`src/rtl/ig_pkg.sv`:
```
package ig_pkg;

    // Attribute flags of the presented instruction
    typedef struct packed {
        logic ser_before;
        logic ser_after;
        logic store_cond;
        logic ctrl_acc;
        logic nonspec;
        logic fault;
    } ig_attr_t;

    // Decision and state-update strobes for the selected thread
    typedef struct packed {
        logic go;
        logic stall;
        logic mark_sb;
        logic set_pend;
        logic clr_pend;
        logic set_ns;
    } ig_act_t;

    // Reason for the decision, for readability of the decide stage
    typedef enum logic [2:0] {
        IG_IDLE,
        IG_SERIAL_WAIT,
        IG_FAULT_PASS,
        IG_BARRIER_WAIT,
        IG_PASS
    } ig_cause_e;

    function automatic logic drains_behind(input ig_attr_t a);
        return a.ser_after | a.store_cond;
    endfunction

endpackage

```
`src/rtl/ig_thread_state.sv`:
```
module ig_thread_state #(
    parameter int SEQ_W = 16
) (
    input  logic             clk,
    input  logic             rst,
    input  logic             hit,
    input  logic             set_pend,
    input  logic             clr_pend,
    input  logic             set_ns,
    input  logic [SEQ_W-1:0] seq,
    input  logic             grad_sel,
    input  logic [SEQ_W-1:0] grad_seq,
    output logic             pend,
    output logic [SEQ_W-1:0] pend_seq,
    output logic             ns_act,
    output logic [SEQ_W-1:0] ns_seq
);

    logic grad_match;
    assign grad_match = grad_sel & ns_act & (grad_seq == ns_seq);

    always_ff @(posedge clk) begin
        if (rst) begin
            pend     <= 1'b0;
            pend_seq <= '0;
            ns_act   <= 1'b0;
            ns_seq   <= '0;
        end else begin
            if (hit && clr_pend) pend <= 1'b0;
            if (hit && set_pend) begin
                pend     <= 1'b1;
                pend_seq <= seq;
            end
            if (grad_match) ns_act <= 1'b0;
            if (hit && set_ns) begin
                ns_act <= 1'b1;
                ns_seq <= seq;
            end
        end
    end

    // recording of a drain-behind instruction
    p_pend_record_r2: assert property (@(posedge clk) disable iff (rst)
        (hit && set_pend) |=> (pend && pend_seq == $past(seq)));

    // promotion clears the flag unless it is set again
    p_promote_clear_r3: assert property (@(posedge clk) disable iff (rst)
        (hit && clr_pend && !set_pend) |=> !pend);

    // a matching graduation drops the barrier
    p_grad_clear_r7: assert property (@(posedge clk) disable iff (rst)
        (grad_sel && ns_act && grad_seq == ns_seq && !(hit && set_ns)) |=> !ns_act);

    // an untouched thread keeps its state
    p_hold_r8: assert property (@(posedge clk) disable iff (rst)
        (!hit && !grad_sel) |=> ($stable(pend) && $stable(pend_seq) &&
                                 $stable(ns_act) && $stable(ns_seq)));

endmodule

```
`src/rtl/ig_decide.sv`:
```
module ig_decide
    import ig_pkg::*;
#(
    parameter int SEQ_W = 16
) (
    input  logic             valid,
    input  ig_attr_t         attr,
    input  logic [SEQ_W-1:0] seq,
    input  logic             oldest,
    input  logic             pend,
    input  logic [SEQ_W-1:0] pend_seq,
    input  logic             ns_act,
    input  logic [SEQ_W-1:0] ns_seq,
    output ig_act_t          act
);

    logic      promote;
    logic      eff_sb;
    logic      ser_block;
    logic      bar_block;
    ig_cause_e cause;

    assign promote   = valid & pend & (seq > pend_seq);
    assign eff_sb    = attr.ser_before | promote;
    assign ser_block = (eff_sb | attr.ctrl_acc) & ~oldest;
    assign bar_block = ns_act & (seq > ns_seq);

    always_comb begin
        if (!valid)          cause = IG_IDLE;
        else if (ser_block)  cause = IG_SERIAL_WAIT;
        else if (attr.fault) cause = IG_FAULT_PASS;
        else if (bar_block)  cause = IG_BARRIER_WAIT;
        else                 cause = IG_PASS;
    end

    always_comb begin
        act          = '0;
        act.mark_sb  = valid & eff_sb;
        act.clr_pend = promote;
        act.set_pend = valid & ~ser_block & drains_behind(attr);
        unique case (cause)
            IG_SERIAL_WAIT,
            IG_BARRIER_WAIT: act.stall = 1'b1;
            IG_FAULT_PASS:   act.go    = 1'b1;
            IG_PASS: begin
                act.go     = 1'b1;
                act.set_ns = attr.nonspec;
            end
            default: act = '0;
        endcase
    end

endmodule

```
`src/rtl/serial_issue_gate.sv`:
```
module serial_issue_gate
    import ig_pkg::*;
#(
    parameter int NUM_THREADS = 2,
    parameter int SEQ_W       = 16,
    localparam int TID_W      = (NUM_THREADS > 1) ? $clog2(NUM_THREADS) : 1
) (
    input  logic             clk,
    input  logic             rst,
    input  logic             req_valid,
    input  logic [TID_W-1:0] req_tid,
    input  logic [SEQ_W-1:0] req_seq,
    input  logic             req_ser_before,
    input  logic             req_ser_after,
    input  logic             req_store_cond,
    input  logic             req_ctrl_acc,
    input  logic             req_nonspec,
    input  logic             req_fault,
    input  logic             req_oldest,
    input  logic             grad_valid,
    input  logic [TID_W-1:0] grad_tid,
    input  logic [SEQ_W-1:0] grad_seq,
    output logic             req_go,
    output logic             req_stall,
    output logic             fwd_ser_before
);

    ig_attr_t         attr;
    ig_act_t          act;
    logic             th_pend     [NUM_THREADS];
    logic [SEQ_W-1:0] th_pend_seq [NUM_THREADS];
    logic             th_ns       [NUM_THREADS];
    logic [SEQ_W-1:0] th_ns_seq   [NUM_THREADS];
    logic             sel_pend;
    logic [SEQ_W-1:0] sel_pend_seq;
    logic             sel_ns;
    logic [SEQ_W-1:0] sel_ns_seq;
    logic             tid_ok;

    assign attr = '{ser_before: req_ser_before, ser_after: req_ser_after,
                    store_cond: req_store_cond, ctrl_acc: req_ctrl_acc,
                    nonspec: req_nonspec, fault: req_fault};

    assign tid_ok = (int'(req_tid) < NUM_THREADS);

    always_comb begin
        sel_pend     = 1'b0;
        sel_pend_seq = '0;
        sel_ns       = 1'b0;
        sel_ns_seq   = '0;
        for (int i = 0; i < NUM_THREADS; i++) begin
            if (int'(req_tid) == i) begin
                sel_pend     = th_pend[i];
                sel_pend_seq = th_pend_seq[i];
                sel_ns       = th_ns[i];
                sel_ns_seq   = th_ns_seq[i];
            end
        end
    end

    ig_decide #(.SEQ_W(SEQ_W)) u_decide (
        .valid    (req_valid & tid_ok),
        .attr     (attr),
        .seq      (req_seq),
        .oldest   (req_oldest),
        .pend     (sel_pend),
        .pend_seq (sel_pend_seq),
        .ns_act   (sel_ns),
        .ns_seq   (sel_ns_seq),
        .act      (act)
    );

    for (genvar t = 0; t < NUM_THREADS; t++) begin : g_thread
        logic hit_t;
        logic gsel_t;
        assign hit_t  = req_valid & (int'(req_tid) == t);
        assign gsel_t = grad_valid & (int'(grad_tid) == t);
        ig_thread_state #(.SEQ_W(SEQ_W)) u_state (
            .clk      (clk),
            .rst      (rst),
            .hit      (hit_t),
            .set_pend (act.set_pend),
            .clr_pend (act.clr_pend),
            .set_ns   (act.set_ns),
            .seq      (req_seq),
            .grad_sel (gsel_t),
            .grad_seq (grad_seq),
            .pend     (th_pend[t]),
            .pend_seq (th_pend_seq[t]),
            .ns_act   (th_ns[t]),
            .ns_seq   (th_ns_seq[t])
        );
    end

    assign req_go         = act.go;
    assign req_stall      = act.stall;
    assign fwd_ser_before = act.mark_sb;

    // decision is exclusive and quiet without a request
    p_exclusive_r9: assert property (@(posedge clk) disable iff (rst)
        $onehot0({req_go, req_stall}));
    p_idle_quiet_r9: assert property (@(posedge clk) disable iff (rst)
        !req_valid |-> (!req_go && !req_stall && !fwd_ser_before));

    // drain-ahead instruction not oldest must wait
    p_sb_wait_r1: assert property (@(posedge clk) disable iff (rst)
        (req_valid && (req_ser_before || req_ctrl_acc) && !req_oldest) |-> req_stall);

    // fault passes once serialization allows it
    p_fault_pass_r4: assert property (@(posedge clk) disable iff (rst)
        (req_valid && req_fault && (req_oldest || (!fwd_ser_before && !req_ctrl_acc)))
        |-> req_go);

    // explicit drain-ahead is always forwarded
    p_fwd_mark_r3: assert property (@(posedge clk) disable iff (rst)
        (req_valid && req_ser_before) |-> fwd_ser_before);

endmodule

```
`config.mk`:
```
export PLATFORM = sky130hd
export DESIGN_NAME = serial_issue_gate
export DESIGN_NICKNAME = d
export VERILOG_FILES = /design/src/rtl/ig_pkg.sv /design/src/rtl/ig_thread_state.sv /design/src/rtl/ig_decide.sv /design/src/rtl/serial_issue_gate.sv
export SDC_FILE = /design/constraint.sdc
export NUM_CORES = 1
export LEC_CHECK = 0
export BUFFER_PORTS_ARGS = -buffer_cell sky130_fd_sc_hd__buf_2
export CAP_MARGIN = 20
export CORE_ASPECT_RATIO = 0.75
export CORE_MARGIN = 2
export CORE_UTILIZATION = 40
export CTS_CLUSTER_DIAMETER = 30
export DETAILED_ROUTE_END_ITERATION = 10
export PLACE_DENSITY = 0.65
export REMOVE_ABC_BUFFERS = 1
export SETUP_SLACK_MARGIN = 0.3
export SLEW_MARGIN = 20
export SYNTH_ARGS = -nofsm -noshare
export SYNTH_HDL_FRONTEND = slang
export SYNTH_SLANG_ARGS = --single-unit
```
`constraint.sdc`:
```
create_clock -name clk -period 3.3 [get_ports clk]
set_input_delay 0.66 -clock clk [delete_from_list [all_inputs] [get_ports clk]]
set_output_delay 0.66 -clock clk [all_outputs]
set_load 0.005 [all_outputs]
```
# Word level (Yosys, flattened, before mapping)
# Cells that the tools add are included.
# totals
regBits	68
output_inout_bits	3
wordCells	71
# classes
order_cmp	2
eq_ne	6
mux	20
bitwise_logic	22
n_reduce_logical	13
# ops
cell	n
16-bit == test	2
16-bit greater-than comparator	2
16-bit 2-to-1 mux	2
1-bit bitwise AND	15
3-bit 2-to-1 mux	5
1-bit 2-to-1 mux	13
2-bit nonzero test	4
3-bit by 2-bit == test with 1-bit output, second input constant	2
1-bit logical AND	6
1-bit NOT	4
2-bit OR reduction	2
4-bit OR reduction	1
3-bit by 1-bit == test with 1-bit output, second input constant	1
3-bit == test, second input constant	1
1-bit bitwise OR	3

# Depth between registers and ports, before layout
# logic_depth
word_depth	14
mapped_depth	13

# Cells and area by module
# From an unflattened synthesis, not the netlist that was laid out.
# hier_totals
cells_unflattened	513
hier_area_um2	4386.7
# by_module_without_submodules
mod	instances	cells_each	area_each_um2	seq_area_each_um2
ig_thread_state	2	171	1431.4	680.7
ig_decide	1	129	944.7	0.0
serial_issue_gate	1	42	579.3	0.0

# Worst setup path before layout
# No wires, ideal clock.
# synth_timing
path_kind	input-to-output
start	input req_tid
end	output req_go
arrival_ns	2.874
path_slack_ns	-0.234
path_stages	10
n_path_buf	2
path_cell_list	buf_2 -> buf_1 -> mux2i_1 -> ha_1 -> nor2b_1 -> o211ai_1 -> a21boi_2 -> o31a_2 -> o21ai_2 -> nor2b_1
# synth_between
elab_chain_len	11
# synth_lines
item	line_no	text
start: declaration	serial_issue_gate.sv:11	input logic [TID_W-1:0] req_tid,
16-bit 2-to-1 mux or 1-bit 2-to-1 mux (tied branches)	serial_issue_gate.sv:52	if (int'(req_tid) == i) begin
16-bit greater-than comparator or 1-bit bitwise AND (tied branches)	ig_decide.sv:23	assign promote = valid & pend & (seq > pend_seq);
1-bit bitwise AND	ig_decide.sv:23	
1-bit bitwise OR	ig_decide.sv:24	assign eff_sb = attr.ser_before | promote;
1-bit bitwise OR	ig_decide.sv:25	assign ser_block = (eff_sb | attr.ctrl_acc) & ~oldest;
1-bit bitwise AND	ig_decide.sv:25	
3-bit 2-to-1 mux (*)	ig_decide.sv:30	else if (ser_block) cause = IG_SERIAL_WAIT;
3-bit 2-to-1 mux (*)	ig_decide.sv:29	if (!valid) cause = IG_IDLE;
3-bit by 2-bit == test with 1-bit output or 3-bit == test (tied branches)	ig_decide.sv:41	unique case (cause)
2-bit OR reduction (no line) (*)	n/a	
1-bit 2-to-1 mux (*)	ig_decide.sv:41	
end: declaration	serial_issue_gate.sv:23	output logic req_go,
# Every way passes the cells marked *; elsewhere a longest branch is shown, timed or not.

# Worst setup path after layout
# layout_timing
start	input req_tid
end	output req_stall
# layout_between
elab_chain_len	11
# layout_lines
item	line_no	text
16-bit 2-to-1 mux or 1-bit 2-to-1 mux (tied branches)	serial_issue_gate.sv:52	
16-bit greater-than comparator or 1-bit bitwise AND (tied branches)	ig_decide.sv:23	
1-bit bitwise AND	ig_decide.sv:23	
1-bit bitwise OR	ig_decide.sv:24	
1-bit bitwise OR	ig_decide.sv:25	
1-bit bitwise AND	ig_decide.sv:25	
3-bit 2-to-1 mux (*)	ig_decide.sv:30	
3-bit 2-to-1 mux (*)	ig_decide.sv:29	
3-bit by 1-bit == test with 1-bit output or 3-bit by 2-bit == test with 1-bit output (tied branches)	ig_decide.sv:41	
2-bit OR reduction (*)	n/a	
1-bit 2-to-1 mux (*)	ig_decide.sv:41	
end: declaration	serial_issue_gate.sv:24	output logic req_stall,
# Marked as above.

==> impl_metrics.env <==
export IMPL_synth_top_family_by_area="simple AND/OR/NAND/NOR gates"
export IMPL_fin_area_um2=5090
export IMPL_dieWidth_um=121
export IMPL_firstDrtPassIters=4
export IMPL_drt_met1_wl_mm=5.39
export IMPL_dp_cells=595
export IMPL_arrival_ns=2.68
export IMPL_worstPathCellList="buf_12 -> buf_12 -> mux2i_2 -> ha_1 -> a21oi_1 -> o21a_1 -> o211ai_1 -> o31a_2 -> inv_2 -> a21oi_2 -> o21a_1 -> buf_2"
export IMPL_fin_ws_ns=-0.0367
export IMPL_num_rows=31
export IMPL_finalNonFillerCells=621
export IMPL_viasPerCell=5.44
export IMPL_powerDensity_nw_per_um2=423
export IMPL_violations="setup timing"
export IMPL_cp_slowest_cell="o31a_2"
export IMPL_synth_compound_area_share_pct=11.1
export IMPL_fmax_mhz=300
export IMPL_syn_area_um2=4080
export IMPL_finalCritPeriodShare_pct=101
export IMPL_p_leak_nw=2.24
export IMPL_grt_max_degree=85
export IMPL_overflow=0
export IMPL_drive_gt1_share_pct=24.1
export IMPL_coreArea_um2=9770
export IMPL_cts_tree="built"
export IMPL_diodes=0
export IMPL_vdd_ir_drop_worst_mv=0.314
export IMPL_synth_fa_ha_area_share_pct=9.81
export IMPL_synthMuxAreaShare_pct=16.3
export IMPL_routed_top_layer="met4"
export IMPL_die_h_um=91.5
export IMPL_final_common_cell="dfxtp_1"
export IMPL_finalCriticalPeriod_ns=3.34
export IMPL_yosys_area_share_simple_pct=19.4
export IMPL_status="finished, violations left"
export IMPL_netlist_instances=422
export IMPL_num_vias=3376
export IMPL_syn2layout_area_growth_pct=24.8
export IMPL_min_path_type="reg2reg"
export IMPL_htreeDepth=3
export IMPL_gp_congestion=0.834
export IMPL_clock_latency_ns=0.34
export IMPL_grt_use_total_pct=20.0
export IMPL_final_cell_mix="dfxtp_1, mux2i_1, nand2b_1"
export IMPL_ctsHoldBuffers=0
export IMPL_ys_seq_area_share_pct=33.3
export IMPL_maxSlewViolCount=0
export IMPL_setup_violations=2
export IMPL_dp_hpwl_mm=7.61
export IMPL_ys_types=43
export IMPL_path_delay_family="compound AO/OA/AOI/OAI gates"
export IMPL_fin_skew_ns=0.00778
export IMPL_hold_viol_final=0
export IMPL_dr_wl_met2_mm=4.55
export IMPL_start_util_pct=41.8
export IMPL_cts_buffer_depth=2
export IMPL_synth_warnings=0
export IMPL_max_slew_margin_rel_pct=57.2
export IMPL_rsz0062_at_grt="true"
export IMPL_endpoint_kind="output port"
export IMPL_max_stage_delay_ns=0.36
export IMPL_grt_pass1_wl_mm=16.9
export IMPL_critPathBufInv=4
export IMPL_synth_xor_xnor_area_share_pct=6.86
export IMPL_syn_area_per_cell_um2=9.67
export IMPL_crit_type="in2out"
export IMPL_placedInstanceArea_um2=4540
export IMPL_ios=48
export IMPL_cts_sinks=68
export IMPL_clkTransAtPathRegs_ns=0.05
export IMPL_drt_iter0_drc=203
export IMPL_wire_per_inst_um=17.2
export IMPL_io_buffers=47
export IMPL_fin_nets=562
export IMPL_numCtsBuffers=9
export IMPL_required_ns=2.64
export IMPL_route_antenna_remaining_nets=0
export IMPL_synth_seq_cells=68
export IMPL_drc_errors=0
export IMPL_antenna_found_initial=0
export IMPL_tightestPinTransition_ns=0.641
export IMPL_crit_path_start_kind="primary input"
export IMPL_grt_pass1_vias=3325
export IMPL_root_buffer="clkbuf_16"
export IMPL_dieArea_um2=11000
export IMPL_met3_length_um=533
export IMPL_routed_wl_mm=10.7
export IMPL_path_max_fanout=5
export IMPL_power_mw=2.16
export IMPL_cap_violations=0
## cell families (layout without fill, tap and decap cells)
logic type,after synthesis,count (layout)
AO/OA/AOI/OAI,75,75
XOR/XNOR,32,32
adder cells (fa/ha/maj),32,32
buffers and inverters,27,94
flip-flops,68,68
multiplexers,66,66
AND/OR/NAND/NOR,122,122
## tightest hold or removal path, stage by stage (launching register included)
cell and delay, ns:
dfxtp_1 0.31, o41ai_1 0.05, a21oi_1 0.06
## synthesized netlist by cell type (all sizes together)
master   n  area share (%)
dfxtp   68              33
mux2i   63              15
nand2b  48             7.4
o21ai   42             5.3
ha      32             9.8
nand3b  32             5.9
xor2    27             5.8
a21oi   15             1.8
clkbuf  14             1.3
buf      9             1.6
nand2    9            0.83
nand4    8             1.5
nor4     8             1.4
o21a     5            0.92
xnor2    5             1.1
inv      4            0.37
nand3    4            0.49
mux2     3            0.83
nor2     3            0.28
nor2b    3            0.46
nor3     3            0.37
and4     2            0.43
o211ai   2            0.37
o221ai   2            0.74
a211oi   1            0.18
a21boi   1            0.28
a21o     1            0.18
a221oi   1            0.21
a31oi    1            0.15
and3     1            0.15
nor4b    1            0.21
o2111a   1            0.28
o22ai    1            0.15
o31a     1            0.25
o41ai    1            0.21
## path summary, 6_finish.rpt
path	slack [ns]	depth (start not counted)	endpoint	startpoint
setup / recovery	-0.04	12	req_stall	req_tid
hold / removal	0.47	2	g_thread[0].u_state.ns_act$_SDFFE_PP0P_	g_thread[0].u_state.ns_act$_SDFFE_PP0P_
setup reg to reg	0.67	12	g_thread[1].u_state.ns_seq[3]$_SDFFE_PP0P_	g_thread[0].u_state.pend_seq[11]$_SDFFE_PP0P_
hold reg to reg	0.47	2	g_thread[0].u_state.ns_act$_SDFFE_PP0P_	g_thread[0].u_state.ns_act$_SDFFE_PP0P_
## layout make-up
| class | instances | area, µm² |
|---|---|---|
| multi-input combinational | 327 | 2690 |
| sequential | 68 | 1360 |
| inverter | 4 | 15.0 |
| tap | 132 | 165 |
| fill | 911 | 4680 |
| clock buffer | 11 | 243 |
| clock inverter | 4 | 50.0 |
| timing repair buffer | 75 | 576 |
## per-layer routing
layer,up-vias,GRT usage (%)
met5,-,0
met4,0,5.14
met3,18,4.84
met2,80,29.8
met1,1629,28.6
li1,1649,-
## metrics by stage
step | util, % | setup WS (ns) | hold WS, ns | setup TNS [ns]
finish | 52.1 | -0.0367 | 0.466 | -0.0656
global route | 52.1 | -0.124 | 0.496 | -0.208
CTS | 51.2 | -0.0136 | 0.469 | -0.0266
detailed placement | 46.5 | -0.205 | 0.459 | -0.346
global placement | 46.5 | -0.163 | 0.455 | -0.248
floorplan | - | 0.169 | 0.436 | 0
## what timing repair did
action / 4_1_cts / 5_1_grt
endpoints found under the hold margin: 0 / 0
buffers inserted: 7 / 2
cloned: 2 / 0
setup endpoints to repair: 3 / 63
resized for setup: 18 / 17
pin swaps: 16 / 4
## registers in the layout, indices dropped and copies added (netlist names)
name,flops
g_thread.u_state.ns_seq,32
g_thread.u_state.pend_seq,32
g_thread.u_state.ns_act,2
g_thread.u_state.pend,2
## power breakdown
part	leakage, nW	switching (mW)	internal (mW)
Sequential	0.551	0.0180	0.848
Combinational	1.55	0.179	0.159
Clock	0.138	0.353	0.599
Total	2.24	0.550	1.61
Power figures use the tool's default switching activity.
